File: src/rtl/pr_pkg.sv
package pr_pkg;

    localparam int unsigned PR_LFSR_W  = 16;
    localparam int unsigned PR_PART_N  = 8;
    localparam int unsigned PR_CHAIN_L = 32;
    localparam logic [PR_LFSR_W-1:0] PR_TAPS = 16'hB400;

    typedef enum logic [2:0] {
        PH_IDLE    = 3'd0,
        PH_FULL    = 3'd1,
        PH_PARTIAL = 3'd2,
        PH_FREE    = 3'd3,
        PH_DONE    = 3'd4
    } phase_e;

    // per-cycle command from the controller to the datapath
    typedef struct packed {
        logic adv;   // register advances this cycle
        logic load;  // direct seed load (feedback ignored)
        logic inj;   // XOR tester bit into feedback
        logic emit;  // the new bit is a scan bit
    } step_cmd_t;

    function automatic int unsigned pr_max(input int unsigned a, input int unsigned b);
        return (a > b) ? a : b;
    endfunction

endpackage

File: src/rtl/pr_lfsr.sv
module pr_lfsr
    import pr_pkg::*;
#(
    parameter int unsigned W = PR_LFSR_W,
    parameter logic [W-1:0] TAPS = PR_TAPS[W-1:0]
) (
    input  logic         clk,
    input  logic         rst,
    input  step_cmd_t    cmd,
    input  logic         tbit,
    output logic         new_bit,
    output logic [W-1:0] state
);

    logic [W-1:0] q;
    logic         fb;

    always_comb begin
        fb = ^(q & TAPS);
        if (cmd.load)
            new_bit = tbit;
        else
            new_bit = fb ^ (cmd.inj & tbit);
    end

    always_ff @(posedge clk) begin
        if (rst)
            q <= '0;
        else if (cmd.adv)
            q <= {q[W-2:0], new_bit};
    end

    assign state = q;

endmodule

File: src/rtl/pr_ctrl.sv
module pr_ctrl
    import pr_pkg::*;
#(
    parameter int unsigned R = PR_LFSR_W,
    parameter int unsigned N = PR_PART_N,
    parameter int unsigned L = PR_CHAIN_L,
    localparam int unsigned CNT_W = $clog2(pr_max(R, L) + 1)
) (
    input  logic             clk,
    input  logic             rst,
    input  logic             start,
    input  logic             tvalid,
    output step_cmd_t        cmd,
    output phase_e           phase,
    output logic [CNT_W-1:0] count
);

    localparam logic [CNT_W-1:0] R_LAST = CNT_W'(R - 1);
    localparam logic [CNT_W-1:0] N_LAST = CNT_W'(N - 1);
    localparam logic [CNT_W-1:0] N_CNT  = CNT_W'(N);
    localparam logic [CNT_W-1:0] L_LAST = CNT_W'(L - 1);

    phase_e           ph_q, ph_d;
    logic [CNT_W-1:0] cnt_q, cnt_d;
    logic             seeded_q, seeded_d;

    always_comb begin
        ph_d     = ph_q;
        cnt_d    = cnt_q;
        seeded_d = seeded_q;
        cmd      = '0;
        unique case (ph_q)
            PH_IDLE: begin
                if (start) begin
                    cnt_d = '0;
                    ph_d  = seeded_q ? PH_PARTIAL : PH_FULL;
                end
            end
            PH_FULL: begin
                cmd.adv  = tvalid;
                cmd.load = 1'b1;
                if (tvalid) begin
                    if (cnt_q == R_LAST) begin
                        cnt_d    = '0;
                        seeded_d = 1'b1;
                        ph_d     = PH_FREE;
                    end else begin
                        cnt_d = cnt_q + 1'b1;
                    end
                end
            end
            PH_PARTIAL: begin
                cmd.adv  = tvalid;
                cmd.inj  = 1'b1;
                cmd.emit = 1'b1;
                if (tvalid) begin
                    if (cnt_q == N_LAST) begin
                        cnt_d = N_CNT;
                        ph_d  = (N_CNT == CNT_W'(L)) ? PH_DONE : PH_FREE;
                    end else begin
                        cnt_d = cnt_q + 1'b1;
                    end
                end
            end
            PH_FREE: begin
                cmd.adv  = 1'b1;
                cmd.emit = 1'b1;
                if (cnt_q == L_LAST) begin
                    cnt_d = '0;
                    ph_d  = PH_DONE;
                end else begin
                    cnt_d = cnt_q + 1'b1;
                end
            end
            PH_DONE: begin
                ph_d = PH_IDLE;
            end
            default: ph_d = PH_IDLE;
        endcase
    end

    always_ff @(posedge clk) begin
        if (rst) begin
            ph_q     <= PH_IDLE;
            cnt_q    <= '0;
            seeded_q <= 1'b0;
        end else begin
            ph_q     <= ph_d;
            cnt_q    <= cnt_d;
            seeded_q <= seeded_d;
        end
    end

    assign phase = ph_q;
    assign count = cnt_q;

endmodule

File: src/rtl/pr_scan_port.sv
module pr_scan_port
    import pr_pkg::*;
(
    input  logic      clk,
    input  logic      rst,
    input  step_cmd_t cmd,
    input  phase_e    phase,
    input  logic      new_bit,
    output logic      sdata,
    output logic      sshift,
    output logic      done
);

    always_ff @(posedge clk) begin
        if (rst) begin
            sdata  <= 1'b0;
            sshift <= 1'b0;
            done   <= 1'b0;
        end else begin
            sshift <= cmd.adv & cmd.emit;
            if (cmd.adv && cmd.emit)
                sdata <= new_bit;
            done <= (phase == PH_DONE);
        end
    end

endmodule

File: src/rtl/partial_reseed_unit.sv
module partial_reseed_unit
    import pr_pkg::*;
#(
    parameter int unsigned R = PR_LFSR_W,
    parameter int unsigned N = PR_PART_N,
    parameter int unsigned L = PR_CHAIN_L,
    parameter logic [R-1:0] TAPS = PR_TAPS[R-1:0]
) (
    input  logic clk,
    input  logic rst,
    input  logic start,
    input  logic tst_bit,
    input  logic tst_valid,
    output logic scan_out,
    output logic scan_shift,
    output logic pattern_done
);

    localparam int unsigned CNT_W = $clog2(pr_max(R, L) + 1);

    step_cmd_t        cmd;
    phase_e           phase;
    logic [CNT_W-1:0] count;
    logic             new_bit;
    logic [R-1:0]     lfsr_state;

    pr_ctrl #(.R(R), .N(N), .L(L)) u_ctrl (
        .clk    (clk),
        .rst    (rst),
        .start  (start),
        .tvalid (tst_valid),
        .cmd    (cmd),
        .phase  (phase),
        .count  (count)
    );

    pr_lfsr #(.W(R), .TAPS(TAPS)) u_lfsr (
        .clk     (clk),
        .rst     (rst),
        .cmd     (cmd),
        .tbit    (tst_bit),
        .new_bit (new_bit),
        .state   (lfsr_state)
    );

    pr_scan_port u_port (
        .clk     (clk),
        .rst     (rst),
        .cmd     (cmd),
        .phase   (phase),
        .new_bit (new_bit),
        .sdata   (scan_out),
        .sshift  (scan_shift),
        .done    (pattern_done)
    );

endmodule

File: config.mk
export PLATFORM = sky130hd
export DESIGN_NAME = partial_reseed_unit
export DESIGN_NICKNAME = d
export VERILOG_FILES = /design/src/rtl/pr_pkg.sv /design/src/rtl/pr_lfsr.sv /design/src/rtl/pr_ctrl.sv /design/src/rtl/pr_scan_port.sv /design/src/rtl/partial_reseed_unit.sv
export SDC_FILE = /design/constraint.sdc
export NUM_CORES = 1
export LEC_CHECK = 0
export BUFFER_PORTS_ARGS = -buffer_cell sky130_fd_sc_hd__buf_2
export CAP_MARGIN = 10
export CORE_AREA = 2 2 57 59
export DETAILED_ROUTE_END_ITERATION = 8
export DIE_AREA = 0 0 59 61
export PLACE_DENSITY_LB_ADDON = 0.1
export SKIP_LAST_GASP = 1
export SLEW_MARGIN = 5
export SYNTH_ARGS = -nofsm -noshare
export SYNTH_HDL_FRONTEND = slang
export SYNTH_SLANG_ARGS = --single-unit
File: constraint.sdc
create_clock -name clk -period 1.75 [get_ports clk]
set_clock_uncertainty 0.1 [all_clocks]
set_input_delay 0.0875 -clock clk [delete_from_list [all_inputs] [get_ports clk]]
set_output_delay 0.0875 -clock clk [all_outputs]
set_load 0.005 [all_outputs]
==> out/metrics.cfg, run 1 <==
[cells_and_area]
syn_to_final_growth_pct = 21.3
layout_common_cells = 34 x nand2_1, 24 x dfxtp_1, 23 x a21oi_1, 19 x buf_4, 8 x o21ai_0
nNetsFinal = 203
area.sequential_sq_um = 592
final_area_sq_um = 1710
nFillCells = 279
antenna_cells = 0
layout_commonest_cell = nand2_1
multiInputGateArea_sq_um = 751
layout-drive-gt1-share_pct = 25.3
utilization_pct = 57.8

[grt]
overflow = 0
antenna_found_initial = 0
grt_max_degree = 31
grt_pass1_wl_um = 5350
grtUsageTotal_pct = 19.8
grt_pass1_vias = 1230

[drt]
drc = 0
wl_um = 3140
first_pass_iters = 4
wl_per_cell_um = 13.6
drt.antenna.violating_nets = 0
drt_iter0_drc = 43
via_per_inst = 5.81
via_count = 1343

[floorplan]
die_x_um = 59
core_sq_um = 2950
ios = 8
die-area_sq_um = 3600
fp-row-count = 20
die_h_um = 61
start_util_pct = 47.6

[worst_setup_path]
startpoint = u_ctrl.count[1]$_SDFFE_PP0P_
crit_fanout = 5
cp_slowest_stage_delay_ps = 460
crit_chain = ha_2, and3b_1, o221a_2, or4_1, a31oi_1
worst_ep_required_time_ps = 1900
reg2regPathDepth = 5
crit_buf_inv = 0
worstSetupStartpointType = flip-flop
reg2reg_from = u_ctrl.count[1]$_SDFFE_PP0P_
worst_setup_path_end_kind = flip-flop
crit_arrival_ps = 1810
path_delay_family = simple AND/OR/NAND/NOR gates
crit_type = reg -> reg
ff2ff_setup_slack_ps = 90
slowest_stage = or4_1
r2r-end = u_ctrl.count[5]$_SDFFE_PP0P_

[clock_network]
cts.sinks = 29
cts_buffers = 5
cts_max_level = 2
cts_max_path_buffers = 2
clk_latency_ps = 330
root_buffer = clkbuf_4
cts_tree = yes
path_clk_slew_ps = 100
hold_buffers = 0
post_cts_buffers = 0

[hold_path]
worstHoldStart = tst_bit
min_path_cells = 4
min_to = u_lfsr.state[0]$_SDFFE_PP0P_
hold_class = in -> reg

[sta]
worst_pin_slew_ps = 529
finalCritPeriodShare_pct = 94.8
min_period_ps = 1660
finalMaxSlewViolations = 0
hold_viol = 0
setup_viol = 0
slew_headroom_pct = 64.7
max_freq_mhz = 603
rsz0062_at_grt = no
setup-tns-final_ps = 0

[power_and_ir_drop]
power_leakage_nw = 0.599
pwr-share-seq_pct = 42.9
swShare_pct = 27.2
power_density_nw_per_um2 = 966
p_sw_mw = 0.448
internal_power_mw = 1.20
power_frac_comb_pct = 22.5
max-vdd-ir-drop_mv = 0.588
p_clk_share_pct = 34.5

[synth]
ys.flop_type = dfxtp_1
synth.net_count = 181
synth_edf_count = 0
ys_async_sr_fraction_pct = 0
synth_cell_types = 45
yosys_warnings = 0
syn_avg_cell_area_sq_um = 8.04
synthCells = 175
netlist_area_sq_um = 1410
seq_area_frac_synth_pct = 41.3
synth_seq_cells = 29

[outcome]
status = completed

[place]
port_buffers = 7
post-dp-hpwl_um = 2290
gp_congestion = 0.941
placed_area_sq_um = 1600

[job]
cap_viol_max_count = 0

logic make-up after synthesis:
group | count (synthesis) | synth area share [%]
xor+xnor | 4 | 2.49
fa+ha+maj | 1 | 0.890
buf+inv | 18 | 6.14
simple gates | 71 | 24.9
mux | 2 | 1.60
flops | 29 | 41.3
compound gates | 50 | 22.7
how the worst max path moves through the flow:
stage                                   endpoint  slack (ps)  cells after the start
floorplan           u_ctrl.count[5]$_SDFFE_PP0P_          90                      5
global placement    u_ctrl.count[5]$_SDFFE_PP0P_          40                      4
detailed placement  u_ctrl.count[3]$_SDFFE_PP0P_          -7                      5
CTS                 u_ctrl.count[5]$_SDFFE_PP0P_           4                      4
global route        u_ctrl.count[4]$_SDFFE_PP0P_           2                      5
finish              u_ctrl.count[5]$_SDFFE_PP0P_          90                      5
worst register-to-register path: stages, from the launching register on:
cell and delay, ps:
dfxtp_2 350, ha_2 200, and3b_1 200, o221a_2 130, or4_1 460, a31oi_1 160
area by class of cell:
type / instances / share of cell area (%)
Multi-Input combinational cell: 128 / 44.0
Tap cell: 33 / 2.42
Clock buffer: 7 / 3.23
Clock inverter: 1 / 1.76
Timing Repair Buffer: 28 / 12.8
Inverter: 5 / 1.10
Sequential cell: 29 / 34.7
routing by layer:
metal	GRT usage (%)	share of wire (%)	wire length, um
met2	33.7	49	1550
met3	4.69	5.2	162
met1	23.7	44	1380
met4	9.42	1.6	49
met5	0	0	0
registers in the layout, summed over array words and instances, names as in the netlist:
register / count
u_ctrl.count: 6
u_lfsr.state: 16
u_port.done: 1
u_port.sshift: 1
u_ctrl.phase: 3
u_port.sdata: 1
u_ctrl.seeded_q: 1
power by group through the flow:
stage,sequential [mW],clock [mW],combinational (mW)
after floorplan,0.699,0,0.225
after global placement,0.717,0,0.358
final,0.707,0.569,0.371
after detailed placement,0.718,0,0.363
after CTS,0.703,0.585,0.366
after global routing,0.712,0.610,0.408
metrics by stage:
| step | cells | power, mW | hold WS (ps) | setup WS (ps) |
|---|---|---|---|---|
| after floorplan | 175 | 0.924 | 89.3 | 94.9 |
| after global placement | 223 | 1.07 | 337 | 36.6 |
| after detailed placement | 223 | 1.08 | 347 | -6.92 |
| after CTS | 231 | 1.65 | 66.0 | 4.07 |
| after global routing | 231 | 1.73 | 107 | 2.36 |
| final | 231 | 1.65 | 70.8 | 91.6 |
cells in the mapped netlist, types with 2 or more instances:
| library cell | n | share of area [%] |
|---|---|---|
| nand3_1 | 5 | 1.8 |
| nor4_1 | 2 | 0.89 |
| o41ai_1 | 2 | 1.2 |
| xnor2_1 | 4 | 2.5 |
| mux2_2 | 2 | 1.6 |
| buf_2 | 5 | 1.8 |
| or4_1 | 3 | 1.6 |
| dfxtp_1 | 29 | 41 |
| a21oi_1 | 23 | 8.2 |
| a31oi_1 | 2 | 0.89 |
| nand3b_1 | 2 | 1.1 |
| o221ai_1 | 2 | 1.2 |
| or3_1 | 2 | 0.89 |
| clkbuf_1 | 3 | 0.80 |
| inv_1 | 5 | 1.3 |
| buf_4 | 3 | 1.6 |
| and2_1 | 2 | 0.89 |
| o21ai_0 | 8 | 2.8 |
| nor2_1 | 8 | 2.1 |
| nand2_1 | 34 | 9.1 |
| o31ai_1 | 2 | 1.1 |
| nor3_1 | 4 | 1.4 |
timing repair:
item,in CTS,in global routing
gates resized for setup,2,9
pin swaps,0,0
endpoints found under the setup margin,2,21
(Power assumes the default switching activity.)
==> run 2, diff against run 1 <==
--- a/config.mk
+++ b/config.mk
@@ -7,9 +7,9 @@
 export LEC_CHECK = 0
 export BUFFER_PORTS_ARGS = -buffer_cell sky130_fd_sc_hd__buf_2
 export CAP_MARGIN = 10
-export CORE_AREA = 2 2 57 59
+export CORE_AREA = 2 2 52 64
 export DETAILED_ROUTE_END_ITERATION = 8
-export DIE_AREA = 0 0 59 61
+export DIE_AREA = 0 0 54 66
 export PLACE_DENSITY_LB_ADDON = 0.1
 export SKIP_LAST_GASP = 1
 export SLEW_MARGIN = 5
==> run 2 against run 1 <==
Non-clock buffer count up 1. Via count down 1.7%. Combinational power down 5%. Design area down 3.4%. First-iteration DRC count up 14%. Sequential cell count unchanged. Clock-buffer cell count down 2. Core utilization down 2.4 points. Setup slack worse by 5.8 ps. Sequential power about the same. Hold slack worse by 3.9 ps. Final cell count up 0.87%. Critical path type unchanged. Largest power group unchanged.
==> out/metrics.cfg, run 2 (synthesis results as in run 1) <==
[outcome]
status = completed

[cells_and_area]
syn_to_final_growth_pct = 17.1
antenna_cells = 0  ; unchanged
area.sequential_sq_um = 591  ; -0.21%
instances_no_fill = 233  ; +0.87%
nNetsFinal = 204  ; +0.49%
multiInputGateArea_sq_um = 749  ; -0.17%
nFillCells = 297  ; +6.5%
layout_common_cells = 34 x nand2_1, 25 x dfxtp_1, 23 x a21oi_1, 22 x buf_4
layout-drive-gt1-share_pct = 24.4  ; -0.89 points
largest_reg_flops = 16  ; unchanged
layout_commonest_cell = nand2_1

[sta]
hold_viol = 0  ; unchanged
rsz0062_at_grt = no
finalMaxSlewViolations = 0  ; unchanged
setup_viol = 0  ; unchanged
setup_ws_ps = 85.8  ; -5.80 ps
worst_pin_slew_ps = 523  ; -5.57 ps
slew_headroom_pct = 65.1  ; +0.37 points
max_freq_mhz = 601  ; -0.35%
finalCritPeriodShare_pct = 95.1  ; +0.33 points
min_period_ps = 1660  ; +5.80 ps

[clock_network]
path_clk_slew_ps = 100  ; about the same
clk_latency_ps = 330  ; about the same
cts_max_level = 2  ; unchanged
cts_tree = yes
cts_buffers = 5  ; unchanged
post_cts_buffers = 0  ; unchanged
root_buffer = clkbuf_4
cts.sinks = 29  ; unchanged
cts_max_path_buffers = 2  ; unchanged
hold_buffers = 0  ; unchanged

[place]
post-dp-hpwl_um = 2320  ; +1.5%
port_buffers = 7  ; unchanged
gp_congestion = 0.860  ; -8.7%
dpl_worst_slack_ps = -65.4  ; -58.5 ps
dpl.cell_count = 227  ; +1.8%

[grt]
grt_pass1_wl_um = 5290  ; -1.3%
grt_max_degree = 31  ; unchanged
grtUsageTotal_pct = 21.0  ; +1.2 points
antenna_found_initial = 0  ; unchanged
grt_pass1_vias = 1214  ; -1.3%
overflow = 0  ; unchanged

[floorplan]
ios = 8  ; unchanged
die_h_um = 66  ; +8.2%
die-area_sq_um = 3560  ; -0.97%
fp-row-count = 22  ; +10%
core_sq_um = 2970  ; +0.68%
start_util_pct = 47.3  ; -0.32 points
die_x_um = 54  ; -8.5%

[drt]
wl_um = 3280  ; +4.5%
wl_met3_um = 93  ; -43%
route.met2.wl_um = 1600  ; +3.0%
drc = 0  ; unchanged
via_count = 1320  ; -1.7%
routed.top_layer = met4
via_per_inst = 5.67  ; -2.6%
drt.antenna.violating_nets = 0  ; unchanged
drt_iter0_drc = 49  ; +14%
wl_per_cell_um = 14.1  ; +3.6%
m1WireLength_um = 1450  ; +4.9%
first_pass_iters = 4  ; unchanged

[worst_setup_path]
crit_arrival_ps = 1820  ; about the same
crit_fanout = 10  ; +5
worstSetupStartpointType = flip-flop
crit_type = reg -> reg
worst_ep_required_time_ps = 1910  ; about the same
worst_setup_path_end_kind = flip-flop

[power_and_ir_drop]
p_total_mw = 1.43  ; -13%
max-vdd-ir-drop_mv = 0.452  ; -23%
power_density_nw_per_um2 = 868  ; -10%
power_leakage_nw = 0.579  ; -3.3%

[hold_path]
hold_class = in -> reg

[job]
cap_viol_max_count = 0  ; unchanged

run 2: cell type report:
class                           count  share of cell area (%)
Timing Repair Buffer               29                    12.2
Clock buffer                        5                    2.28
Tap cell                           36                    2.74
Clock inverter                      1                   0.304
Inverter                            5                    1.14
Sequential cell                    29                    35.9
Multi-Input combinational cell    128                    45.5
run 2: path summary, 6_finish.rpt:
check / from / to / slack, ps / depth (start not counted)
setup / recovery: u_ctrl.phase[0]$_SDFFE_PP0P_ / u_ctrl.count[4]$_SDFFE_PP0P_ / 90 / 5
hold reg to reg: u_lfsr.state[14]$_SDFFE_PP0P_ / u_lfsr.state[15]$_SDFFE_PP0P_ / 340 / 2
hold / removal: tst_bit / u_lfsr.state[0]$_SDFFE_PP0P_ / 70 / 4
setup reg to reg: u_ctrl.phase[0]$_SDFFE_PP0P_ / u_ctrl.count[4]$_SDFFE_PP0P_ / 90 / 5
run 2: power by group:
group / total (mW) / switching, mW / internal (mW)
Clock: 0.370 / 0.231 / 0.139
Combinational: 0.354 / 0.189 / 0.165
Sequential: 0.706 / 0.0264 / 0.680
run 2: worst max-delay path, stage by stage, from the launching register on:
cell      delay (ps)
dfxtp_4          390
buf_4            180
nand2b_4          80
o221ai_2         140
or4_1            520
a31oi_1          170
run 2: repair_timing:
item                                    4_1_cts  5_1_grt
endpoints found under the hold margin         0        0
pin swaps                                     0        1
endpoints found under the setup margin       19       10
gates resized for setup                       2        6
run 2: layer usage:
metal,global-route usage [%],up-vias
met5,0,-
met4,12.5,0
met3,6.11,14
met2,33.8,26
met1,23.8,613
li1,-,667
run 2: metrics by stage:
stage,util (%),hold slack [ps],instance area [sq um],TNS (ps)
after global placement,53.3,335,1580,-12.4
final,55.4,66.9,1650,0
after floorplan,-,89.3,1410,0
after CTS,54.8,48.6,1630,0
after detailed placement,53.3,348,1580,-594
after global routing,55.4,63.8,1650,0
==> run 3, diff against run 2 <==
--- a/config.mk
+++ b/config.mk
@@ -5,11 +5,11 @@
 export SDC_FILE = /design/constraint.sdc
 export NUM_CORES = 1
 export LEC_CHECK = 0
-export BUFFER_PORTS_ARGS = -buffer_cell sky130_fd_sc_hd__buf_2
 export CAP_MARGIN = 10
 export CORE_AREA = 2 2 52 64
 export DETAILED_ROUTE_END_ITERATION = 8
 export DIE_AREA = 0 0 54 66
+export DONT_BUFFER_PORTS = 1
 export PLACE_DENSITY_LB_ADDON = 0.1
 export SKIP_LAST_GASP = 1
 export SLEW_MARGIN = 5
==> run 3 against run 2 <==
Sequential share of layout area is 0.49 points lower. Critical path type unchanged. Non-clock buffer count shrank 5. Die area stayed put. Largest power group unchanged. Routed wire length shrank 1.8%. Clock power rose by 8.6%. Maximum frequency is 0.94% lower.
==> out/metrics.cfg, run 3 (synthesis results as in run 1) <==
[clock_network]
cts_tree = yes
cts_buffers = 5  ; unchanged
cts_max_level = 2  ; unchanged
clk_latency_ps = 320  ; about the same
cts_max_path_buffers = 2  ; unchanged
cts.sinks = 29  ; unchanged
root_buffer = clkbuf_4
post_cts_buffers = 0  ; unchanged
path_clk_slew_ps = 90  ; about the same

[worst_setup_path]
crit_type = reg -> reg
crit_fanout = 6  ; -4
cp_slowest_stage_delay_ps = 460  ; -60 ps
crit_chain = ha_2, and3b_1, o221a_2, or4_1, a31oi_1
worst_ep_required_time_ps = 1900  ; about the same
crit_arrival_ps = 1830  ; about the same
worst_setup_path_end_kind = flip-flop
worstSetupStartpointType = flip-flop
slowest_stage = or4_1

[floorplan]
fp-row-count = 22  ; unchanged
die_x_um = 54  ; unchanged
die-area_sq_um = 3560  ; unchanged
start_util_pct = 47.3  ; unchanged
die_h_um = 66  ; unchanged
ios = 8  ; unchanged
core_sq_um = 2970  ; unchanged

[drt]
drc = 0  ; unchanged
wl_per_cell_um = 14.1  ; about the same
first_pass_iters = 4  ; unchanged
drt_iter0_drc = 59  ; +20%
via_per_inst = 5.70  ; +0.59%
drt.antenna.violating_nets = 0  ; unchanged
via_count = 1305  ; -1.1%
wl_um = 3220  ; -1.8%

[cells_and_area]
layout_commonest_cell = nand2_1
nNetsFinal = 199  ; -2.5%
layout-drive-gt1-share_pct = 18.7  ; -5.7 points
layout_common_cells = 34 x nand2_1, 26 x dfxtp_1, 23 x a21oi_1, 18 x buf_4
syn_to_final_growth_pct = 17.4
utilization_pct = 55.6  ; +0.17 points
antenna_cells = 0  ; unchanged
largest_reg_flops = 16  ; unchanged

[power_and_ir_drop]
power_density_nw_per_um2 = 877  ; +1.0%
max-vdd-ir-drop_mv = 0.576  ; +27%
p_total_mw = 1.45  ; +1.3%
power_leakage_nw = 0.560  ; -3.2%

[grt]
antenna_found_initial = 0  ; unchanged
overflow = 0  ; unchanged
grtUsageTotal_pct = 20.9  ; -0.075 points
grt_pass1_wl_um = 5290  ; +0.13%
grt_max_degree = 31  ; unchanged
grt_pass1_vias = 1229  ; +1.2%

[sta]
rsz0062_at_grt = yes
hold_viol = 0  ; unchanged
min_period_ps = 1680  ; +15.7 ps
finalCritPeriodShare_pct = 96.0  ; +0.90 points
max_freq_mhz = 595  ; -0.94%
hold-worst-slack_ps = 14.7  ; -52.2 ps
setup-tns-final_ps = 0  ; unchanged
slew_headroom_pct = 33.1  ; -32 points
finalMaxSlewViolations = 0  ; unchanged
setup_viol = 0  ; unchanged
worst_pin_slew_ps = 999  ; +476 ps

[outcome]
status = completed

[place]
gp_congestion = 0.881  ; +2.5%
port_buffers = 0  ; -7
post-dp-hpwl_um = 2260  ; -2.8%

[hold_path]
hold_class = in -> reg

[job]
cap_viol_max_count = 0  ; unchanged

[run 3: worst paths after layout]
check | start | end | slack, ps | cells past startpoint
setup / recovery | u_ctrl.count[1]$_SDFFE_PP0P_ | u_ctrl.count[5]$_SDFFE_PP0P_ | 70 | 5
hold / removal | tst_valid | u_ctrl.phase[1]$_SDFFE_PP0P_ | 10 | 4
setup reg to reg | u_ctrl.count[1]$_SDFFE_PP0P_ | u_ctrl.count[5]$_SDFFE_PP0P_ | 70 | 5
hold reg to reg | u_lfsr.state[3]$_SDFFE_PP0P_ | u_lfsr.state[4]$_SDFFE_PP0P_ | 350 | 2
[run 3: layout make-up]
class | instances | area, sq um
fill | 278 | 1320
multi-input combinational | 128 | 743
sequential | 29 | 584
timing repair buffer | 24 | 205
clock buffer | 7 | 55.1
tap | 36 | 45.0
inverter | 5 | 18.8
[run 3: power by group]
| part | internal [mW] | switching, mW |
|---|---|---|
| combinational | 0.157 | 0.184 |
| sequential | 0.678 | 0.0267 |
| clock | 0.189 | 0.213 |
| total | 1.02 | 0.423 |
[run 3: stage by stage]
step                      instances  worst slack (ps)  instance area [sq um]
after detailed placement        217              1.40                   1540
after floorplan                 175              94.9                   1410
after global routing            229             -38.0                   1650
after global placement          217              27.6                   1540
after CTS                       227              11.0                   1630
final                           229              70.1                   1650
[run 3: what timing repair did]
item / CTS / global route
endpoints found under the hold margin: 29 / 26
setup endpoints to repair: 1 / 7
hold buffers: 3 / 2
gates resized for setup: 1 / 4
[run 3: worst max-delay path: cells and delay by family, from the launching register on]
kind                       cells  cell delay (ps)
and+or+nand+nor                2              660
AOI/OAI and AO/OA              2              280
adders and majority gates      1              220
DFF                            1              350
[run 3: routing by layer]
layer / vias up / part of all wire, % / GRT usage [%]
li1: 661 / - / -
met5: - / 0 / 0
met3: 9 / 3.1 / 5.66
met4: 0 / 2.0 / 12.8
met1: 611 / 44 / 22.0
met2: 24 / 51 / 35.7
